$ cat src/rtl/lca_pkg.sv
package lca_pkg;

  typedef enum logic {
    LCA_FREE = 1'b0,
    LCA_LINE = 1'b1
  } lca_mode_e;

  // Population count of up to eight strobes.
  function automatic logic [3:0] lca_pop8(input logic [7:0] v);
    logic [3:0] n;
    n = '0;
    for (int i = 0; i < 8; i++) n = n + {3'b000, v[i]};
    return n;
  endfunction

endpackage

$ cat src/rtl/lca_zc_counter.sv
module lca_zc_counter #(
  parameter int unsigned NPH = 3,
  parameter int unsigned CW  = 16
) (
  input  logic           clk,
  input  logic           rst_n,
  input  logic           lc_en,
  input  logic           lc_start,
  input  logic [NPH-1:0] zc_pulse,
  input  logic [NPH-1:0] phase_sel,
  input  logic [CW-1:0]  half_cycles,
  output logic           xfer,
  output logic [CW-1:0]  rem_cnt
);
  import lca_pkg::*;

  localparam int unsigned HW = $clog2(NPH + 1);

  logic [NPH-1:0] hit_vec;
  logic [7:0]     hit_pad;
  logic [3:0]     hit_pop;
  logic [HW-1:0]  hits;
  logic [CW-1:0]  hits_ext;
  logic [CW-1:0]  rem_q;

  // One gated strobe per phase.
  genvar g;
  generate
    for (g = 0; g < NPH; g++) begin : g_phase
      assign hit_vec[g] = zc_pulse[g] & phase_sel[g];
    end
  endgenerate

  always_comb begin
    hit_pad = '0;
    hit_pad[NPH-1:0] = hit_vec;
  end

  assign hit_pop  = lca_pop8(hit_pad);
  assign hits     = hit_pop[HW-1:0];
  assign hits_ext = CW'(hits);

  // Saturating countdown step.
  function automatic logic [CW-1:0] sat_dec(input logic [CW-1:0] r, input logic [CW-1:0] h);
    return (h >= r) ? '0 : r - h;
  endfunction

  assign xfer = lc_en && !lc_start && (rem_q != '0) && (hits_ext >= rem_q);

  always_ff @(posedge clk or negedge rst_n) begin
    if (!rst_n)          rem_q <= '0;
    else if (lc_start)   rem_q <= half_cycles;
    else if (!lc_en)     rem_q <= rem_q;
    else if (xfer)       rem_q <= half_cycles;
    else                 rem_q <= sat_dec(rem_q, hits_ext);
  end

  assign rem_cnt = rem_q;

endmodule

$ cat src/rtl/lca_window_acc.sv
module lca_window_acc #(
  parameter int unsigned EW = 32,
  parameter int unsigned PW = 24
) (
  input  logic          clk,
  input  logic          rst_n,
  input  logic          lc_en,
  input  logic          restart,
  input  logic          smp_vld,
  input  logic [PW-1:0] smp_pwr,
  output logic [EW-1:0] win_sum
);
  localparam int unsigned XW = EW - PW;

  function automatic logic [EW-1:0] sext(input logic [PW-1:0] s);
    return {{XW{s[PW-1]}}, s};
  endfunction

  logic [EW-1:0] acc_q;
  logic [EW-1:0] seed;

  assign seed = smp_vld ? sext(smp_pwr) : '0;

  always_ff @(posedge clk or negedge rst_n) begin
    if (!rst_n)                 acc_q <= '0;
    else if (restart)           acc_q <= seed;
    else if (lc_en && smp_vld)  acc_q <= acc_q + seed;
  end

  assign win_sum = acc_q;

endmodule

$ cat src/rtl/lca_result_reg.sv
module lca_result_reg #(
  parameter int unsigned EW = 32,
  parameter int unsigned PW = 24
) (
  input  logic          clk,
  input  logic          rst_n,
  input  logic          lc_en,
  input  logic          xfer,
  input  logic [EW-1:0] win_sum,
  input  logic          smp_vld,
  input  logic [PW-1:0] smp_pwr,
  input  logic          rd_req,
  input  logic          rd_clr,
  output logic [EW-1:0] energy,
  output logic          ovf,
  output logic          add_ovf
);
  localparam int unsigned XW = EW - PW;

  function automatic logic [EW-1:0] sext(input logic [PW-1:0] s);
    return {{XW{s[PW-1]}}, s};
  endfunction

  // Signed overflow: operands agree in sign, result does not.
  function automatic logic sum_ovf(input logic [EW-1:0] a, input logic [EW-1:0] b,
                                   input logic [EW-1:0] s);
    return (a[EW-1] == b[EW-1]) && (s[EW-1] != a[EW-1]);
  endfunction

  logic [EW-1:0] addend;
  logic [EW-1:0] sum;
  logic [EW-1:0] energy_q;
  logic          ovf_q;
  logic          clr_hit;

  assign addend  = sext(smp_pwr);
  assign sum     = energy_q + addend;
  assign clr_hit = rd_req && rd_clr;
  assign add_ovf = !lc_en && smp_vld && !clr_hit && sum_ovf(energy_q, addend, sum);

  always_ff @(posedge clk or negedge rst_n) begin
    if (!rst_n) begin
      energy_q <= '0;
      ovf_q    <= 1'b0;
    end else begin
      if (xfer)                 energy_q <= win_sum;
      else if (!lc_en) begin
        if (clr_hit)            energy_q <= smp_vld ? addend : '0;
        else if (smp_vld)       energy_q <= sum;
      end
      if (add_ovf)              ovf_q <= 1'b1;
    end
  end

  assign energy = energy_q;
  assign ovf    = ovf_q;

endmodule

$ cat src/rtl/lcyc_energy_acc.sv
module lcyc_energy_acc #(
  parameter int unsigned EW  = 32,
  parameter int unsigned PW  = 24,
  parameter int unsigned NPH = 3,
  parameter int unsigned CW  = 16
) (
  input  logic           clk,
  input  logic           rst_n,
  input  logic           smp_vld,
  input  logic [PW-1:0]  smp_pwr,
  input  logic [NPH-1:0] zc_pulse,
  input  logic           lc_en,
  input  logic [NPH-1:0] phase_sel,
  input  logic [CW-1:0]  half_cycles,
  input  logic           rd_req,
  input  logic           rd_clr,
  input  logic           irq_en,
  output logic [EW-1:0]  energy_out,
  output logic           done_irq,
  output logic           ovf_flag
);
  import lca_pkg::*;

  lca_mode_e     mode_q;
  logic          lc_start;
  logic          xfer;
  logic [CW-1:0] rem_cnt;
  logic [EW-1:0] win_sum;
  logic          done_q;
  logic          add_ovf;

  always_ff @(posedge clk or negedge rst_n) begin
    if (!rst_n) mode_q <= LCA_FREE;
    else        mode_q <= lc_en ? LCA_LINE : LCA_FREE;
  end

  assign lc_start = lc_en && (mode_q == LCA_FREE);

  lca_zc_counter #(.NPH(NPH), .CW(CW)) u_zc (
    .clk(clk), .rst_n(rst_n), .lc_en(lc_en), .lc_start(lc_start),
    .zc_pulse(zc_pulse), .phase_sel(phase_sel), .half_cycles(half_cycles),
    .xfer(xfer), .rem_cnt(rem_cnt)
  );

  lca_window_acc #(.EW(EW), .PW(PW)) u_win (
    .clk(clk), .rst_n(rst_n), .lc_en(lc_en), .restart(lc_start || xfer),
    .smp_vld(smp_vld), .smp_pwr(smp_pwr), .win_sum(win_sum)
  );

  lca_result_reg #(.EW(EW), .PW(PW)) u_res (
    .clk(clk), .rst_n(rst_n), .lc_en(lc_en), .xfer(xfer), .win_sum(win_sum),
    .smp_vld(smp_vld), .smp_pwr(smp_pwr), .rd_req(rd_req), .rd_clr(rd_clr),
    .energy(energy_out), .ovf(ovf_flag), .add_ovf(add_ovf)
  );

  always_ff @(posedge clk or negedge rst_n) begin
    if (!rst_n)      done_q <= 1'b0;
    else if (xfer)   done_q <= 1'b1;
    else if (rd_req) done_q <= 1'b0;
  end

  assign done_irq = done_q && irq_en;

endmodule

$ cat config.mk
export PLATFORM = sky130hd
export DESIGN_NAME = lcyc_energy_acc
export DESIGN_NICKNAME = d
export VERILOG_FILES = /design/src/rtl/lca_pkg.sv /design/src/rtl/lca_zc_counter.sv /design/src/rtl/lca_window_acc.sv /design/src/rtl/lca_result_reg.sv /design/src/rtl/lcyc_energy_acc.sv
export SDC_FILE = /design/constraint.sdc
export NUM_CORES = 1
export LEC_CHECK = 0
export BUFFER_PORTS_ARGS = -buffer_cell sky130_fd_sc_hd__buf_2
export CELL_PAD_IN_SITES_DETAIL_PLACEMENT = 0
export CELL_PAD_IN_SITES_GLOBAL_PLACEMENT = 2
export CORE_ASPECT_RATIO = 0.8
export CORE_UTILIZATION = 35
export CTS_CLUSTER_SIZE = 12
export DETAILED_ROUTE_END_ITERATION = 16
export HOLD_SLACK_MARGIN = 0.03
export MAX_ROUTING_LAYER = met4
export PLACE_DENSITY = 0.82
export SYNTH_ARGS = -nofsm -noshare
export SYNTH_HDL_FRONTEND = slang
export SYNTH_SLANG_ARGS = --single-unit
$ cat constraint.sdc
create_clock -name clk -period 3.6 [get_ports clk]
set_clock_uncertainty 0.2 [all_clocks]
set_input_delay 0.72 -clock clk [delete_from_list [all_inputs] [get_ports clk]]
set_output_delay 0.72 -clock clk [all_outputs]
set_load 0.01 [all_outputs]
==> After elaboration in Yosys (flattened, before gate mapping) <==
Index checks and enable logic that the tools add are counted.
W data, S select, Z words.
{ "classes": {"magnitude_cmp": 1, "eq_ne": 3, "add_sub_neg": 5, "n_reduce_logical": 21, "bitwise": 4, "muxes": 14} }
{ "ops": {"columns": ["op", "count"], "rows": [
  ["$mux W32", 7],
  ["$add A32 B32 Y32", 2],
  ["$mux W16", 4],
  ["$ge A2 B16 Y1", 1],
  ["$reduce_bool A16 Y1", 1],
  ["$sub A16 B2 Y16", 1],
  ["$logic_and A1 B1 Y1", 11],
  ["$reduce_bool A2 Y1", 3],
  ["$and A1 B1 Y1", 3],
  ["$logic_not A1 Y1", 3],
  ["$mux W1", 3],
  ["$reduce_bool A3 Y1", 1],
  ["$add A1 B1 Y2", 1],
  ["$add A2 B1 Y2", 1],
  ["$ne A2 B1 Y1 const B", 1],
  ["$reduce_and A2 Y1", 1],
  ["$eq A1 B1 Y1", 1],
  ["$logic_or A1 B1 Y1", 1],
  ["$ne A1 B1 Y1", 1],
  ["$not A1 Y1", 1]
]} }
{ "word_totals": {"wordCells": 54, "regBits": 83} }

==> Logic depth before layout (Yosys ltp) <==
Gate-level depths: netlist (run 1).
{ "logic_depth": {"ltp_word": 9, "ltp_mapped": 15, "ltp_nobuf": 13} }

==> Cells and area by module <==
Synthesis (run 1) repeated with hierarchy kept, for this count alone.
{ "hier_totals": {"hier_cells": 1047, "hier_area_um2": 8374.3} }
{ "by_module_without_submodules": {"columns": ["mod", "instances", "area_per_inst_um2", "cells_each"], "rows": [
  ["lca_result_reg", 1, 3588.4, 449],
  ["lca_window_acc", 1, 3433.3, 456],
  ["lca_zc_counter", 1, 1265.0, 135],
  ["lcyc_energy_acc", 1, 87.6, 7]
]} }

==> Worst setup path after synthesis (run 1) <==
No wires, ideal clock.
{ "synth_path": {"path_kind": "input port to flip-flop", "start": "input smp_vld", "end": "register u_win.acc_q[30], in the netlist u_win.win_sum[30]", "t_arrival_ns": 3.754, "setup_time_ns": 0.069, "path_buffers": 2, "slack_ns": -0.423, "stages": 15, "cell_sequence": "clkbuf_1 clkbuf_1 and2_1 ha_1 inv_1 fa_1 nor2b_1 o211ai_1 a211oi_1 o31a_1 a41oi_1 o21ai_0 a221oi_1 or4_1 nand3_1"} }
{ "synth_between": {"elab_chain_cells": 4, "elab_cells_between_ends": 6, "classes_between": "1 x add/sub; 3 x mux; 2 x reduce/logical"} }
{ "synth_rtl": {"columns": ["element", "line", "text"], "rows": [
  ["start, declared", "lcyc_energy_acc.sv:9", "input logic smp_vld,"],
  ["$mux W32", "lca_window_acc.sv:22", "assign seed = smp_vld ? sext(smp_pwr) : '0;"],
  ["$add A32 B32 Y32", "lca_window_acc.sv:27", "else if (lc_en && smp_vld) acc_q <= acc_q + seed;"],
  ["$mux W32", "lca_window_acc.sv:27", null],
  ["$mux W32", "lca_window_acc.sv:26", "else if (restart) acc_q <= seed;"],
  ["end signal, assigned", "lca_window_acc.sv:27", null],
  ["end, declared", "lca_window_acc.sv:19", "logic [EW-1:0] acc_q;"]
]} }
Parallel ways exist; a longest one is shown, timed or not. The select of a mux whose other input is x is not followed.
A chain may end at the register's enable or synchronous reset.

==> Worst setup path after layout (run 1) <==
{ "layout_path": {"start": "input smp_vld", "end": "register u_win.acc_q[26], in the netlist u_win.win_sum[26]"} }
The elaborated chain is that of the path after synthesis.

==> reports/metrics.yaml, run 1 <==
synth:
  syn_area_per_cell_um2: 7.65
  synth_ff_type: "dfrtp_1"
  ys_seq_area_share_pct: 27.2
  ys_top_cells_by_area: "dfrtp_1 27%, ha_1 10%, a21oi_1 7.7%, o21ai_0 6.0%, nand2_1 5.5%"
  synth_nets: 1119
  synth_top_area_share_pct: 27.2
  yosys.area.top_type: "dfrtp_1"
  ys_types: 69
  syn_area_um2: 7640
  synth_edf_count: 0
  async_flop_share_pct: 100
  syn_inst: 998
  ys_ff_latch: 83
  yosys_warnings: 0
floorplan:
  dieArea_um2: 22400
  die_h_um: 134
  initial_core_util_pct: 36.3
  placementRows: 47
  pin_count: 87
  coreArea_um2: 21100
  die_x_um: 167
worst_hold_path:
  min_path_type: "in2async"
routing:
  drc: 0
  wl_um: 27000
  wl_per_cell_um: 19.0
  final_antenna_net_count: 0
  dr.pass1.iters: 5
  vias_per_cell: 5.64
  via_count: 8031
  first_iter_violations: 763
worst_setup_path:
  critPathKind: "in2reg"
  cp_slowest_stage_delay_ns: 0.35
  cp-start-kind: "input port"
  arrival_ns: 3.46
  crit_buf_inv: 2
  crit_path_max_fanout: 7
  cpMaxStageDelayCell: "fa_2"
  critPathTopFamily: "compound AO/OA/AOI/OAI gates"
  critical_path.cell_chain: "buf_2 > and2_4 > ha_2 > inv_1 > fa_2 > nor2b_2 > o211ai_1 > a211oi_1 > o31a_1 > a41oi_2 > o21ai_2 > a41o_1 > nor4b_2 > a211oi_1"
  endpoint_kind: "flip-flop"
  cp_common_cell: "a211oi_1"
  required_ns: 3.66
grt:
  grtUsageTotal_pct: 25.1
  grt_max_degree: 45
  overflow: 0
  antenna_found_initial: 0
  grt_pass1_vias: 7141
  grt_pass1_wl_um: 42300
timing:
  fmax_ghz: 0.294
  setup_tns_ns: 0
  slew_headroom_pct: 40.6
  tightest_slew_ns: 0.885
  period_share_pct: 94.4
  rsz0062_at_grt: "false"
  min_period_ns: 3.40
  finalHoldViolCount: 0
  setup_violations: 0
  slew_viol_final: 0
clock_network:
  clockBufferDepth: 2
  clk_pin_slew_ns: 0.06
  h-tree-depth: 3
  clock_latency_ns: 0.35
  cts_tree: "done"
  post_cts_buffers: 0
  clock-root-buffer: "clkbuf_16"
  numCtsBuffers: 9
  cts_sinks: 83
cells_and_area:
  layoutNonFillerInstCount: 1423
  final_cell_mix: "118 x a21oi_1, 111 x nand2_1, 106 x buf_4"
  drive_gt1_share_pct: 20.4
  final_area_um2: 9400
  diodes: 0
  areaGrowthSynthToFinish_pct: 23.1
  final_common_cell: "a21oi_1"
  nets: 1270
pwr:
  powerDensity_nw_per_um2: 631
  ir_worst_vdd_uv: 244
  p_leak_nw: 4.46
  total_power_mw: 5.93
placed_design:
  place_area_um2: 9090
  hpwl_um: 21500
  port_buffers: 86
  dp.cells: 1407
  gp_congestion: 0.898
run:
  drv_cap: 0
run_status:
  status: "complete, no violations"
==> layer usage <==
layer	part of all wire, %	GRT usage (%)	vias up	routed length (um)
met2	35	28.5	268	9530
met1	57	42.6	3795	15400
met5	0	-	-	0
met3	7.0	4.43	11	1880
li1	-	-	3957	-
met4	0.60	4.38	0	162
==> timing repair <==
action | 4_1_cts | 5_1_grt
setup endpoints to repair | 0 | 2
hold buffers | 0 | 0
resized for setup | 0 | 2
==> worst register-to-register path, delay by kind of cell (launching register included) <==
| family | cells | cell delay, ns |
|---|---|---|
| compound gates | 5 | 1.28 |
| fa+ha+maj | 2 | 0.42 |
| flops | 1 | 0.41 |
| buf+inv | 1 | 0.07 |
| simple gates | 4 | 0.72 |
==> layout make-up <==
type | instances | area [um^2]
timing repair buffer | 195 | 1300
inverter | 27 | 101
clock inverter | 4 | 50.0
tap | 269 | 337
multi-input combinational | 833 | 5290
clock buffer | 12 | 246
fill | 2165 | 11600
sequential | 83 | 2080
==> sequential cells by signal, indices dropped and copies added, names as in the netlist <==
name	count
done_q	1
mode_q	1
u_res.energy	32
u_res.ovf	1
u_win.win_sum	32
u_zc.rem_cnt	16
==> stage by stage <==
step	util (%)	setup WS (ns)	hold WS (ns)
5_1_grt	44.7	0.000527	0.209
6_report	44.7	0.201	0.175
3_3_place_gp	43.2	-0.142	0.262
2_1_floorplan	-	0.0125	0.224
3_5_place_dp	43.2	-0.207	0.268
4_1_cts	44.6	0.132	0.204
==> logic make-up after synthesis <==
kind of cell             count (synthesis)  share of synthesized area, %
AND/OR/NAND/NOR                        353                          22.1
XOR/XNOR                                45                          5.16
AO/OA/AOI/OAI                          365                          29.4
buffers and inverters                   82                          4.34
flip-flops                              83                          27.2
multiplexers                             2                         0.262
adder cells (fa/ha/maj)                 68                          11.5
==> synthesized netlist by cell type, drive strengths merged, types with 11 or more instances <==
cell and n:
inv 27, clkbuf 42, o21ai 94, o21a 12, a21oi 118, dfrtp 83, buf 13, nand3 22
a21o 34, a31oi 21, and2 31, nand2 112, nor2 84, or3 11, xor2 17, nor3 38
xnor2 28, ha 64, a211oi 11
==> worst paths after layout <==
path / start / to / slack [ns] / cells past startpoint
worst max-delay path: smp_vld / u_win.win_sum[26] / 0.20 / 14
worst min-delay path: rst_n / u_zc.rem_cnt[0] / 0.18 / 1
worst max register to register: u_res.energy[0] / u_res.energy[30] / 0.37 / 12
worst min register to register: u_res.ovf / u_res.ovf / 0.28 / 1
max in group asynchronous: rst_n / u_win.win_sum[1] / 2.36 / 2
min in group clk: u_res.ovf / u_res.ovf / 0.28 / 1
==> power by group <==
group / total [mW] / switching [mW] / internal, mW
Sequential: 1.59 / 0.371 / 1.22
Combinational: 3.38 / 1.88 / 1.50
Clock: 0.964 / 0.407 / 0.557
No activity file was read; power rests on OpenSTA's default activity.
==> run 2, diff against run 1 <==
--- a/config.mk
+++ b/config.mk
@@ -13,7 +13,6 @@
 export CTS_CLUSTER_SIZE = 12
 export DETAILED_ROUTE_END_ITERATION = 16
 export HOLD_SLACK_MARGIN = 0.03
-export MAX_ROUTING_LAYER = met4
 export PLACE_DENSITY = 0.82
 export SYNTH_ARGS = -nofsm -noshare
 export SYNTH_HDL_FRONTEND = slang
==> constraint.sdc (replaced) <==
create_clock -name clk -period 3.55 [get_ports clk]
set_clock_uncertainty 0.2 [all_clocks]
set_input_delay 0.71 -clock clk [delete_from_list [all_inputs] [get_ports clk]]
set_output_delay 0.71 -clock clk [all_outputs]
set_load 0.01 [all_outputs]
==> run 2 against run 1 <==
Register-to-register slack got worse by 0.06 ns; clock power up 16%; cell count up 0.35%; worst hold slack lost 0.043 ns; flip-flop and latch count unchanged; non-clock buffer count increased by 5; wire length decreased by 1.3%; clock-buffer cell count is the same; setup slack got worse by 0.072 ns; via count about the same; critical path type unchanged.
==> reports/metrics.yaml, run 2 (synthesis results as in run 1) <==
placed_design:
  place_area_um2: 9170  # +0.87%
  port_buffers: 86  # unchanged
  dp.cells: 1412  # +0.36%
  hpwl_um: 21000  # -2.1%
  gp_congestion: 0.924  # +2.9%
routing:
  wl_um: 26600  # -1.3%
  via_count: 8030  # -0.012%
  first_iter_violations: 782  # +2.5%
  dr.pass1.iters: 6  # +1
  wl_per_cell_um: 18.6  # -1.7%
  final_antenna_net_count: 0  # unchanged
  vias_per_cell: 5.62  # -0.36%
  drc: 0  # unchanged
timing:
  fmax_ghz: 0.292
  period_share_pct: 96.4
  rsz0062_at_grt: "false"
  setup_violations: 0  # unchanged
  finalHoldViolCount: 0  # unchanged
  slew_headroom_pct: 60.4  # +20 points
  min_period_ns: 3.42
  tightest_slew_ns: 0.593  # -0.291 ns
  slew_viol_final: 0  # unchanged
  holdWs_ns: 0.132  # -0.0428 ns
clock_network:
  clock-root-buffer: "clkbuf_16"
  clk_pin_slew_ns: 0.06  # about the same
  h-tree-depth: 3  # unchanged
  cts_sinks: 83  # unchanged
  cts_tree: "done"
  clockBufferDepth: 2  # unchanged
  numCtsBuffers: 9  # unchanged
  post_cts_buffers: 0  # unchanged
  cts-hold-fix-buffers: 0  # unchanged
  clock_latency_ns: 0.35  # about the same
pwr:
  p_leak_nw: 4.53  # +1.5%
  total_power_mw: 6.20  # +4.5%
  powerDensity_nw_per_um2: 650  # +3.0%
  ir_worst_vdd_uv: 239  # -2.1%
grt:
  grt_max_degree: 51  # +13%
  grt_pass1_wl_um: 42000  # -0.69%
  overflow: 0  # unchanged
  grtUsageTotal_pct: 24.0  # -1.0 points
  grt_pass1_vias: 7242  # +1.4%
  antenna_found_initial: 0  # unchanged
floorplan:
  die_x_um: 167  # unchanged
  die_h_um: 134  # unchanged
  coreArea_um2: 21100  # unchanged
  placementRows: 47  # unchanged
  pin_count: 87  # unchanged
  dieArea_um2: 22400  # unchanged
  initial_core_util_pct: 36.3  # unchanged
worst_setup_path:
  critPathLaunch: "smp_vld"
  arrival_ns: 3.43  # -0.03 ns
  critPathKind: "in2reg"
  critical_path.cell_chain: "buf_2 > buf_4 > and2_1 > ha_1 > nor2b_2 > o211ai_1 > a211oi_2 > o31a_1 > a41oi_2 > o21ai_2 > a41o_1 > nor4b_2 > a211oi_1"
  required_ns: 3.56  # -0.10 ns
  cp_slowest_stage_delay_ns: 0.35  # about the same
  crit_path_max_fanout: 11  # +4
  endpoint_kind: "flip-flop"
  cpMaxStageDelayCell: "o31a_1"
  cp-start-kind: "input port"
  r2r-start: "u_res.energy[0]"
cells_and_area:
  final_cell_mix: "117 x a21oi_1, 111 x nand2_1, 108 x buf_4"
  final_area_um2: 9540  # +1.4%
  layoutNonFillerInstCount: 1428  # +0.35%
  final_common_cell: "a21oi_1"
  drive_gt1_share_pct: 21.0  # +0.60 points
  nets: 1275  # +0.39%
  final_util_pct: 45.3  # +0.63 points
  areaGrowthSynthToFinish_pct: 24.8
  diodes: 0  # unchanged
  fill_cells: 2117  # -2.2%
worst_hold_path:
  min_path_type: "in2async"
run_status:
  status: "complete, no violations"
run:
  drv_cap: 0  # unchanged
==> run 2: changes by cell type in the layout (fill, tap and decap cells not counted), sizes merged <==
cell	before	now
clkinvlp	2	1
clkinv	1	0
buf	195	200
bufinv	1	3
==> run 2: worst max-delay path: cells and delay by family <==
family          cells  cell delay, ns
compound gates      7            1.45
simple gates        3            0.61
buf+inv             2            0.33
fa+ha+maj           1            0.30
==> run 2: metrics by stage <==
stage               TNS, ns  worst slack [ns]
floorplan           -0.0580           -0.0234
global route              0           0.00948
detailed placement    -1.81            -0.219
finish                    0             0.128
global placement      -1.26            -0.160
CTS                       0             0.145
==> run 2: worst paths after layout <==
path | to | slack, ns | cells after the start
max in group asynchronous | u_win.win_sum[20] | 2.33 | 2
worst min-delay path | u_res.ovf | 0.13 | 1
min in group clk | u_res.ovf | 0.30 | 1
worst max register to register | u_res.energy[28] | 0.31 | 13
worst min register to register | u_res.ovf | 0.30 | 1
worst max-delay path | u_win.win_sum[26] | 0.13 | 13
==> run 2: cell type report <==
class / instances / area, um^2 / area share [%]
Inverter: 27 / 101 / 1.06
Clock buffer: 12 / 246 / 2.58
Clock inverter: 4 / 97.6 / 1.02
Tap cell: 269 / 337 / 3.53
Sequential cell: 83 / 2080 / 21.8
Timing Repair Buffer: 200 / 1380 / 14.4
Multi-Input combinational cell: 833 / 5300 / 55.6
==> run 2: where the power goes <==
group	switching (mW)	internal [mW]
Clock	0.413	0.709
Sequential	0.367	1.24
Combinational	1.93	1.55
==> run 2: routing by layer <==
metal  GRT usage [%]  up-vias  wire, um
met5               0        -         0
met2            28.7      295      9430
met4            3.41        0       138
met1            41.8     3758     14900
li1                -     3969         -
met3            4.87        8      2140
==> run 2: what timing repair did <==
| item | 4_1_cts | 5_1_grt |
|---|---|---|
| setup endpoints to repair | 0 | 5 |
| hold endpoints to repair | 0 | 0 |
| resized for setup | 0 | 4 |
